[config.mk]
export PLATFORM = sky130hd
export DESIGN_NAME = wide_mul
export DESIGN_NICKNAME = d
export VERILOG_FILES = /design/src/rtl/wmul_pkg.sv /design/src/rtl/wmul_magnitude.sv /design/src/rtl/wmul_limb_engine.sv /design/src/rtl/wmul_finish.sv /design/src/rtl/wide_mul.sv
export SDC_FILE = /design/constraint.sdc
export NUM_CORES = 2
export LEC_CHECK = 0
export BUFFER_PORTS_ARGS = -buffer_cell sky130_fd_sc_hd__buf_2
export CORE_ASPECT_RATIO = 0.75
export CORE_UTILIZATION = 40
export DETAILED_ROUTE_END_ITERATION = 10
export PLACE_DENSITY_LB_ADDON = 0.3
export RECOVER_POWER = 100
export SLEW_MARGIN = 20
export SYNTH_ARGS = -nofsm -noshare
export SYNTH_HDL_FRONTEND = slang
export SYNTH_SLANG_ARGS = --single-unit
[constraint.sdc]
create_clock -name clk -period 11.31 [get_ports clk]
set_input_delay 0 -clock clk [delete_from_list [all_inputs] [get_ports clk]]
set_output_delay 0 -clock clk [all_outputs]
set_load 0.02 [all_outputs]
[src/rtl/wmul_pkg.sv]
// Shared types of the wide multiplier: controller states and the flag bundle.
package wmul_pkg;

    typedef enum logic [1:0] {
        ST_IDLE = 2'd0,
        ST_RUN  = 2'd1,
        ST_FIN  = 2'd2
    } wmul_state_e;

    typedef struct packed {
        logic carry;
        logic ovf;
        logic sign;
        logic zero;
        logic parity;
        logic aux;
    } wmul_flags_t;

endpackage

[src/rtl/wmul_magnitude.sv]
// Absolute value of one operand for the magnitude multiply.
// Assumes: in unsigned mode the operand is passed through unchanged.
// The most negative pattern maps onto itself, which read unsigned is 2^(W-1).
module wmul_magnitude #(
    parameter int W = 64
) (
    input  logic [W-1:0] value_i,
    input  logic         signed_i,
    output logic [W-1:0] mag_o,
    output logic         neg_o
);
    // Negate only negative operands of a signed request.
    always_comb begin
        neg_o = signed_i & value_i[W-1];
        mag_o = neg_o ? (~value_i + W'(1)) : value_i;
    end
endmodule

[src/rtl/wmul_limb_engine.sv]
// Sequential limb multiplier: adds one LxL partial product per cycle into a
// 2W-bit accumulator at limb offset row+col, so that carries ripple upward.
// Assumes: W is a multiple of L, and clear_i and step_i are never high together.
module wmul_limb_engine #(
    parameter int W = 64,
    parameter int L = 32
) (
    input  logic          clk,
    input  logic          rst_n,
    input  logic          clear_i,
    input  logic          step_i,
    input  logic [W-1:0]  a_i,
    input  logic [W-1:0]  b_i,
    output logic [2*W-1:0] acc_o,
    output logic          last_o
);
    localparam int N     = W / L;
    localparam int STEPS = N * N;
    localparam int CW    = (STEPS > 1) ? $clog2(STEPS) : 1;
    localparam int DW    = 2 * W;

    logic [CW-1:0]   cnt_q;
    logic [L-1:0]    a_limb;
    logic [L-1:0]    b_limb;
    logic [2*L-1:0]  pp;
    logic [DW-1:0]   pp_placed;
    int unsigned     row;
    int unsigned     col;

    // Select this step's limbs and place their product at offset row+col.
    always_comb begin
        row       = 32'(cnt_q) / N;
        col       = 32'(cnt_q) % N;
        a_limb    = L'(a_i >> (row * L));
        b_limb    = L'(b_i >> (col * L));
        pp        = {{L{1'b0}}, a_limb} * {{L{1'b0}}, b_limb};
        pp_placed = DW'(pp) << ((row + col) * L);
    end

    // Accumulate one partial product per step; clear on a new request.
    always_ff @(posedge clk) begin
        if (!rst_n) begin
            acc_o <= '0;
            cnt_q <= '0;
        end else if (clear_i) begin
            acc_o <= '0;
            cnt_q <= '0;
        end else if (step_i) begin
            acc_o <= acc_o + pp_placed;
            cnt_q <= (32'(cnt_q) == STEPS - 1) ? '0 : cnt_q + CW'(1);
        end
    end

    assign last_o = (32'(cnt_q) == STEPS - 1);
endmodule

[src/rtl/wmul_finish.sv]
// Final stage: applies the sign to the magnitude product and derives the flags.
// Assumes: mag_prod_i is the complete unsigned product of the magnitudes.
module wmul_finish
    import wmul_pkg::*;
#(
    parameter int W = 64
) (
    input  logic [2*W-1:0] mag_prod_i,
    input  logic           negate_i,
    input  logic           signed_i,
    input  logic           low_only_i,
    output logic [W-1:0]   lo_o,
    output logic [W-1:0]   hi_o,
    output wmul_flags_t    flags_o
);
    localparam int PW = (W < 8) ? W : 8;

    logic [2*W-1:0] prod;
    logic [W-1:0]   hi_full;
    logic           wide;

    // Negate the double-width result and judge whether the high word matters.
    always_comb begin
        prod    = negate_i ? (~mag_prod_i + (2*W)'(1)) : mag_prod_i;
        lo_o    = prod[W-1:0];
        hi_full = prod[2*W-1:W];
        if (signed_i) begin
            wide = (hi_full != {W{lo_o[W-1]}});
        end else begin
            wide = (hi_full != '0);
        end
        hi_o           = low_only_i ? '0 : hi_full;
        flags_o.carry  = wide;
        flags_o.ovf    = wide;
        flags_o.sign   = lo_o[W-1];
        flags_o.zero   = (lo_o == '0);
        flags_o.parity = ~^lo_o[PW-1:0];
        flags_o.aux    = 1'b0;
    end
endmodule

[src/rtl/wide_mul.sv]
// Top of the wide multiplier: accepts a request when idle, runs the limb
// engine for (W/L)^2 cycles, then registers product and flags with a done pulse.
// Assumes: W is a multiple of L; operands are stable only at acceptance.
module wide_mul
    import wmul_pkg::*;
#(
    parameter int W = 64,
    parameter int L = 32
) (
    input  logic         clk,
    input  logic         rst_n,
    input  logic         start_i,
    input  logic         signed_i,
    input  logic         low_only_i,
    input  logic [W-1:0] op_a_i,
    input  logic [W-1:0] op_b_i,
    output logic         done_o,
    output logic [W-1:0] prod_lo_o,
    output logic [W-1:0] prod_hi_o,
    output logic         carry_o,
    output logic         ovf_o,
    output logic         sign_o,
    output logic         zero_o,
    output logic         parity_o,
    output logic         aux_o
);
    localparam int DW = 2 * W;

    wmul_state_e          state_q;
    logic [1:0][W-1:0]    raw;
    logic [1:0][W-1:0]    mag;
    logic [1:0]           neg;
    logic [W-1:0]         mag_a_q;
    logic [W-1:0]         mag_b_q;
    logic                 negate_q;
    logic                 signed_q;
    logic                 low_only_q;
    logic                 accept;
    logic                 running;
    logic                 last;
    logic [DW-1:0]        acc;
    logic [W-1:0]         fin_lo;
    logic [W-1:0]         fin_hi;
    wmul_flags_t          fin_flags;

    assign raw[0]  = op_a_i;
    assign raw[1]  = op_b_i;
    assign accept  = start_i && (state_q == ST_IDLE);
    assign running = (state_q == ST_RUN);

    // One magnitude stage per operand.
    for (genvar g = 0; g < 2; g++) begin : g_mag
        wmul_magnitude #(.W(W)) u_mag (
            .value_i  (raw[g]),
            .signed_i (signed_i),
            .mag_o    (mag[g]),
            .neg_o    (neg[g])
        );
    end

    // Controller: idle until accepted, step through partial products, finish.
    always_ff @(posedge clk) begin
        if (!rst_n) begin
            state_q <= ST_IDLE;
        end else begin
            case (state_q)
                ST_IDLE: if (accept) state_q <= ST_RUN;
                ST_RUN:  if (last)   state_q <= ST_FIN;
                ST_FIN:              state_q <= ST_IDLE;
                default:             state_q <= ST_IDLE;
            endcase
        end
    end

    // Capture magnitudes and request attributes at acceptance.
    always_ff @(posedge clk) begin
        if (!rst_n) begin
            mag_a_q    <= '0;
            mag_b_q    <= '0;
            negate_q   <= 1'b0;
            signed_q   <= 1'b0;
            low_only_q <= 1'b0;
        end else if (accept) begin
            mag_a_q    <= mag[0];
            mag_b_q    <= mag[1];
            negate_q   <= neg[0] ^ neg[1];
            signed_q   <= signed_i;
            low_only_q <= low_only_i;
        end
    end

    wmul_limb_engine #(.W(W), .L(L)) u_engine (
        .clk     (clk),
        .rst_n   (rst_n),
        .clear_i (accept),
        .step_i  (running),
        .a_i     (mag_a_q),
        .b_i     (mag_b_q),
        .acc_o   (acc),
        .last_o  (last)
    );

    wmul_finish #(.W(W)) u_finish (
        .mag_prod_i (acc),
        .negate_i   (negate_q),
        .signed_i   (signed_q),
        .low_only_i (low_only_q),
        .lo_o       (fin_lo),
        .hi_o       (fin_hi),
        .flags_o    (fin_flags)
    );

    // Register results in the finish state and pulse done for one cycle.
    always_ff @(posedge clk) begin
        if (!rst_n) begin
            done_o    <= 1'b0;
            prod_lo_o <= '0;
            prod_hi_o <= '0;
            carry_o   <= 1'b0;
            ovf_o     <= 1'b0;
            sign_o    <= 1'b0;
            zero_o    <= 1'b0;
            parity_o  <= 1'b0;
            aux_o     <= 1'b0;
        end else begin
            done_o <= (state_q == ST_FIN);
            if (state_q == ST_FIN) begin
                prod_lo_o <= fin_lo;
                prod_hi_o <= fin_hi;
                carry_o   <= fin_flags.carry;
                ovf_o     <= fin_flags.ovf;
                sign_o    <= fin_flags.sign;
                zero_o    <= fin_flags.zero;
                parity_o  <= fin_flags.parity;
                aux_o     <= fin_flags.aux;
            end
        end
    end
endmodule

# Yosys cells after proc, flatten, opt, wreduce, memory -nomap -nowiden

Cells that the tools add are included.

Register bits after elaboration: 396
Bits of input ports: 133
Output and inout bits: 135
Word-level logic and storage cells: 54

Add/sub/neg operators: 6
$mul: 1
Equality and inequality tests: 6
Shift-type cells: 3
Mux-type cells: 9
Bitwise operators: 7
Reductions and logical operators: 7

Operators by type and width:

| cell                      | number |
|---|---|
| $mux W64                  | 3 |
| $add A128 B1 Y128 const B | 1 |
| $add A128 B128 Y128       | 1 |
| $add A64 B1 Y64 const B   | 2 |
| $mux W128                 | 1 |
| $not A128 Y128            | 1 |
| $not A64 Y64              | 2 |
| $shl A64 B32 Y128         | 1 |
| $shr A64 B6 Y32           | 2 |
| $logic_not A64 Y1         | 1 |
| $mul A32 B32 Y64          | 1 |
| $ne A64 B64 Y1            | 1 |
| $reduce_bool A64 Y1       | 1 |
| $reduce_xnor A8 Y1        | 1 |
| $mux W2                   | 3 |
| $eq A2 B2 Y1 const B      | 2 |
| $pmux W2 S2               | 1 |
| $add A1 B1 Y2             | 1 |
| $add A2 B1 Y2 const B     | 1 |
| $and A1 B1 Y1             | 2 |
| $eq A2 B1 Y1 const B      | 1 |
| $logic_not A2 Y1          | 1 |
| $ne A2 B1 Y1 const B      | 1 |
| $ne A2 B2 Y1 const B      | 1 |
| other kinds (6)           | 6 |

# Longest topological paths before layout

Depth in word-level cells: 5
Depth in mapped cells: 50
Mapped depth without buffers: 46

# Hierarchy

Synthesis repeated with hierarchy kept, for this count alone.

Cells, all modules: 8347
Area total of the unflattened synthesis: 65993.3 um^2

Modules (own cells, without submodules):

| module           | instances | cells each | area each (um^2) | seq. area each (um^2) |
|---|---|---|---|---|
| wmul_limb_engine | 1         | 5928       | 48168.7          | 2602.5 |
| wide_mul         | 1         | 1175       | 9809.4           | 5365.1 |
| wmul_finish      | 1         | 768        | 4944.7           | 0.0 |
| wmul_magnitude   | 2         | 238        | 1535.2           | 0.0 |

# Worst setup path after synthesis

Ideal clock, no wire load.

Path kind: flip-flop to flip-flop
From: register u_engine.cnt_q[0]
To: register u_engine.acc_o[112]
Library setup time: 0.122 ns
Arrival time: 11.910 ns
Required time: 11.188 ns
Setup slack: -0.722 ns
Cell stages (with the launch flop): 46
Buffers on the path: 5
Period minus slack after synthesis: 12.032 ns
Cell sequence: dfxtp_1 > clkbuf_1 > clkbuf_1 > clkbuf_1 > mux2i_1 > clkbuf_1 > nor2_1 > fa_1 > inv_1 > fa_1 > inv_1 > fa_1 > inv_1 > fa_1 > inv_1 > fa_1 > fa_1 > fa_1 > [... 10 more ...] > o21ai_0 > mux2_2 > nor3_1 > ha_1 > clkbuf_1 > nand4_1 > o221ai_1 > a21o_1 > nand2_1 > a221oi_1 > nor3_1 > o41ai_1 > a21oi_1 > o31ai_1 > nand2b_1 > a31oi_1 > or3_1 > nand3_1

Cells in the longest elaborated chain, start to end: 4
Elaborated cells on any way between the ends: 5
Classes of those cells: add/sub: 2; mul: 1; shift: 2

RTL lines:

| item                     | RTL line               | source |
|---|---|---|
| start: declaration       | wmul_limb_engine.sv:22 | `logic [CW-1:0] cnt_q;` |
| start signal: assignment | wmul_limb_engine.sv:50 | `cnt_q <= (32'(cnt_q) == STEPS - 1) ? '0 : cnt_q + CW'(1);` |
| $shr A64 B6 Y32          | wmul_limb_engine.sv:35 | `b_limb = L'(b_i >> (col * L));` |
| $mul A32 B32 Y64         | wmul_limb_engine.sv:36 | `pp = {{L{1'b0}}, a_limb} * {{L{1'b0}}, b_limb};` |
| $shl A64 B32 Y128 (*)    | wmul_limb_engine.sv:37 | `pp_placed = DW'(pp) << ((row + col) * L);` |
| $add A128 B128 Y128 (*)  | wmul_limb_engine.sv:49 | `acc_o <= acc_o + pp_placed;` |
| end signal: assignment   | wmul_limb_engine.sv:49 |  |
| end: declaration         | wmul_limb_engine.sv:14 | `output logic [2*W-1:0] acc_o,` |

Mark *: on every way between the ends. The rest lies on a longest branch, timed or not.
A chain may end at the register's enable or synchronous reset.

# Final worst setup path

From: register u_engine.cnt_q[1]
To: register u_engine.acc_o[127]

Cells in the longest elaborated chain, start to end: 4
Elaborated cells on any way between the ends: 5
Classes of those cells: add/sub: 2; mul: 1; shift: 2

RTL lines:

| item                    | RTL line               | source |
|---|---|---|
| $shr A64 B6 Y32         | wmul_limb_engine.sv:34 | `a_limb = L'(a_i >> (row * L));` |
| $mul A32 B32 Y64        | wmul_limb_engine.sv:36 |  |
| $shl A64 B32 Y128 (*)   | wmul_limb_engine.sv:37 |  |
| $add A128 B128 Y128 (*) | wmul_limb_engine.sv:49 |  |

Marks and branches as above.

==> reports/metrics.cfg <==
[run_status]
status = complete, but fails checks
failed_checks = capacitance limit, slew limit, setup timing

[synthesis]
yosysMostFrequentCell = nand2_1
synth.area.top_cells = fa_1 29%, dfxtp_1 13%, ha_1 8.0%, nand2_1 6.9%, inv_1 5.6%
synthDominantCellAreaShare_pct = 28.9
synth_area_per_cell_um2 = 8.03
syn_nets = 9154
synth_seq_cells = 395
async_flop_share_pct = 0
syn-cell-area_mm2 = 0.0620
synth-edff-count = 0
syn_inst = 7727
synth-seq-area-share_pct = 12.7
synth_warnings = 0
synth-main-ff-cell = dfxtp_1
synth_cell_type_count = 90
netlist_top_cells_count = 1142 x nand2_1, 925 x inv_1, 897 x fa_1, 870 x nor2_1, 397 x ha_1
yosys.area.top_type = fa_1

[setup_path]
r2r-start = u_engine.cnt_q[1]$_SDFFE_PP0N_
endpoint_kind = flop
worstSetupPathType = flop to flop
crit_end = u_engine.acc_o[127]$_SDFFE_PP0N_
critPathMaxFanout = 5
crit_top_cell = fa_1
start_kind = flop
crit_required_ns = 11.90
cp_slowest_cell = fa_1
r2r_slack_ns = -0.24
r2r_cells = 48
r2r_end = u_engine.acc_o[127]$_SDFFE_PP0N_
crit_arrival_ns = 12.14
max_stage_delay_ns = 0.58
critPathLaunch = u_engine.cnt_q[1]$_SDFFE_PP0N_

[clock_network]
clockRootBuffer = clkbuf_16
clk_pin_slew_worst_paths_ns = 0.07
cts_buffer_depth = 3
clock-sinks = 395
numCtsBuffers = 49
clk_latency_ns = 0.69
cts_tree = done
htree_levels = 2

[grt]
grt_start_max_net_pins = 125
antenna_found_initial = 23
overflow = 0
grt_use_total_pct = 33.7
grt_pass1_vias = 60500
grt_pass1_wl_mm = 393

[finish]
nNetsFinal = 10500
syn_to_final_growth_pct = 30.3
stdcell_count = 11100
fin_util_pct = 52.8
drive_gt1_share_pct = 21.0

[sta]
setup_viol = 11
max_freq_mhz = 86.6
tightest_slew_ns = 3.97
min_period_ns = 11.55
timing_hold_violations_final = 0
finalMaxSlewViolations = 207
slew_headroom_pct = -165
fin_worst_skew_ns = 0.0627
layout_setup_ws_ns = -0.241
whs_ns = 0.203
rsz0062_at_grt = true
period_share_pct = 102

[pwr]
finalPower_mw = 9.28
leakage_nw = 37.9
vdd_drop_max_uv = 133
p_per_area_mw_per_mm2 = 115

[placed_design]
dp.cells = 10700
io_buffer_count = 266
dp_hpwl_mm = 227
routabilityCongestion = 1.09

[run]
cap_violations = 3

[die]
ios = 268
dieWidth_um = 457
rows = 124
fp.dieArea_mm2 = 0.157
initial_utilization_pct = 40.5
core_mm2 = 0.153
die_y_um = 343

[route]
drc = 0
wl_per_cell_um = 24.5
firstDrtPassIters = 8
antenna_left = 0
num_vias = 62800
wl_mm = 272
vias_per_cell = 5.66
first_iter_violations = 7216

[min_path]
hold_class = primary input to flop

## flip-flops by register name (all words and copies together), names as in the netlist, 2 cells and up
| register | cells |
|---|---|
| mag_a_q | 64 |
| mag_b_q | 64 |
| prod_hi_o | 64 |
| prod_lo_o | 64 |
| state_q | 2 |
| u_engine.acc_o | 128 |
| u_engine.cnt_q | 2 |
## critical path: cells and delay by family (launching register included)
| family | cells | cell delay, ns |
|---|---|---|
| AOI/OAI and AO/OA | 16 | 2.87 |
| and+or+nand+nor | 7 | 1.21 |
| adders and majority gates | 10 | 4.63 |
| DFF | 1 | 0.37 |
| xor gates and xnor gates | 2 | 0.26 |
| muxes | 2 | 0.53 |
| buffers and inverters | 11 | 1.58 |
## cells in the final DEF, fill, tap and decap left out, types with 27 or more instances in the layout
master            n
nand2_1        1131
buf_4          1089
inv_1           918
fa_1            865
nor2_1          831
dfxtp_1         392
ha_1            368
a21oi_1         338
o21ai_0         336
xnor2_1         211
xor2_1          210
dlygate4sd3_1   203
clkbuf_1        148
a21o_1          138
buf_2           131
nand4_1          91
nor3_1           82
buf_12           82
nand3_1          76
and2_1           67
nor2b_1          67
o211a_1          64
o31ai_1          58
mux2_2           57
nor4_1           52
clkbuf_16        52
nand2b_1         49
a22oi_1          48
o21bai_1         44
a21oi_2          40
or3_1            36
buf_6            35
o21ai_1          32
fa_2             32
mux2i_1          28
or4_1            27
## cell type report
| type | count | area (µm²) |
|---|---|---|
| repair buffers | 1690 | 13700 |
| diodes | 8 | 20.0 |
| clock inverters | 28 | 372 |
| fillers | 14300 | 72300 |
| well taps | 2016 | 2520 |
| clock buffers | 63 | 1330 |
| flip-flops and latches | 395 | 7920 |
| multi-input cells | 5973 | 51500 |
| inverters | 925 | 3470 |
## metrics by stage
step                      instance area [µm²]  TNS (ns)  worst slack, ns
final                                   80800    -0.772           -0.241
after global routing                    80800     -8.73           -0.462
after CTS                               79300    -0.118          -0.0683
after detailed placement                74000    -41.03            -1.51
after global placement                  74000    -36.36            -1.41
after floorplan                         62100         0          0.00342
## worst min path at each step
stage / to / cells past startpoint / slack [ns] / startpoint
finish: mag_a_q[0]$_SDFFE_PN0P_ / 4 / 0.20 / op_a_i[0]
global placement: low_only_q$_SDFFE_PN0P_ / 2 / 0.24 / low_only_i
global route: mag_a_q[35]$_SDFFE_PN0P_ / 4 / 0.24 / op_a_i[35]
CTS: mag_a_q[34]$_SDFFE_PN0P_ / 4 / 0.18 / op_a_i[34]
detailed placement: low_only_q$_SDFFE_PN0P_ / 2 / 0.23 / low_only_i
floorplan: low_only_q$_SDFFE_PN0P_ / 1 / 0.13 / low_only_i
## what timing repair did
item / in CTS / in global routing
endpoints found under the setup margin: 70 / 66
buffers inserted: 44 / 45
pin swaps: 107 / 159
hold buffers: 203 / 0
resized for setup: 228 / 293
hold endpoints to repair: 188 / 0
cloned: 4 / 1
## cell families after synthesis
family	synth area share (%)
and+or+nand+nor	19.1
AOI/OAI and AO/OA	14.2
buffers and inverters	8.25
adders and majority gates	36.9
xor gates and xnor gates	6.20
DFF	12.7
muxes	2.55
other	0.00604
## power by group
part	switching, mW	leakage, nW	total [mW]	internal [mW]
sequential	0.0980	3.21	1.55	1.45
clock	0.763	0.826	1.75	0.984
combinational	3.56	33.9	5.99	2.43
## metal layers
layer | vias to the layer above | global-route usage, % | routed length [µm]
li1 | 27800 | - | -
met1 | 31100 | 49.6 | 119000
met2 | 3473 | 45.0 | 105000
met3 | 391 | 14.3 | 41000
met4 | 18 | 6.97 | 6330
met5 | - | 0 | 235
(Power assumes the default switching activity.)
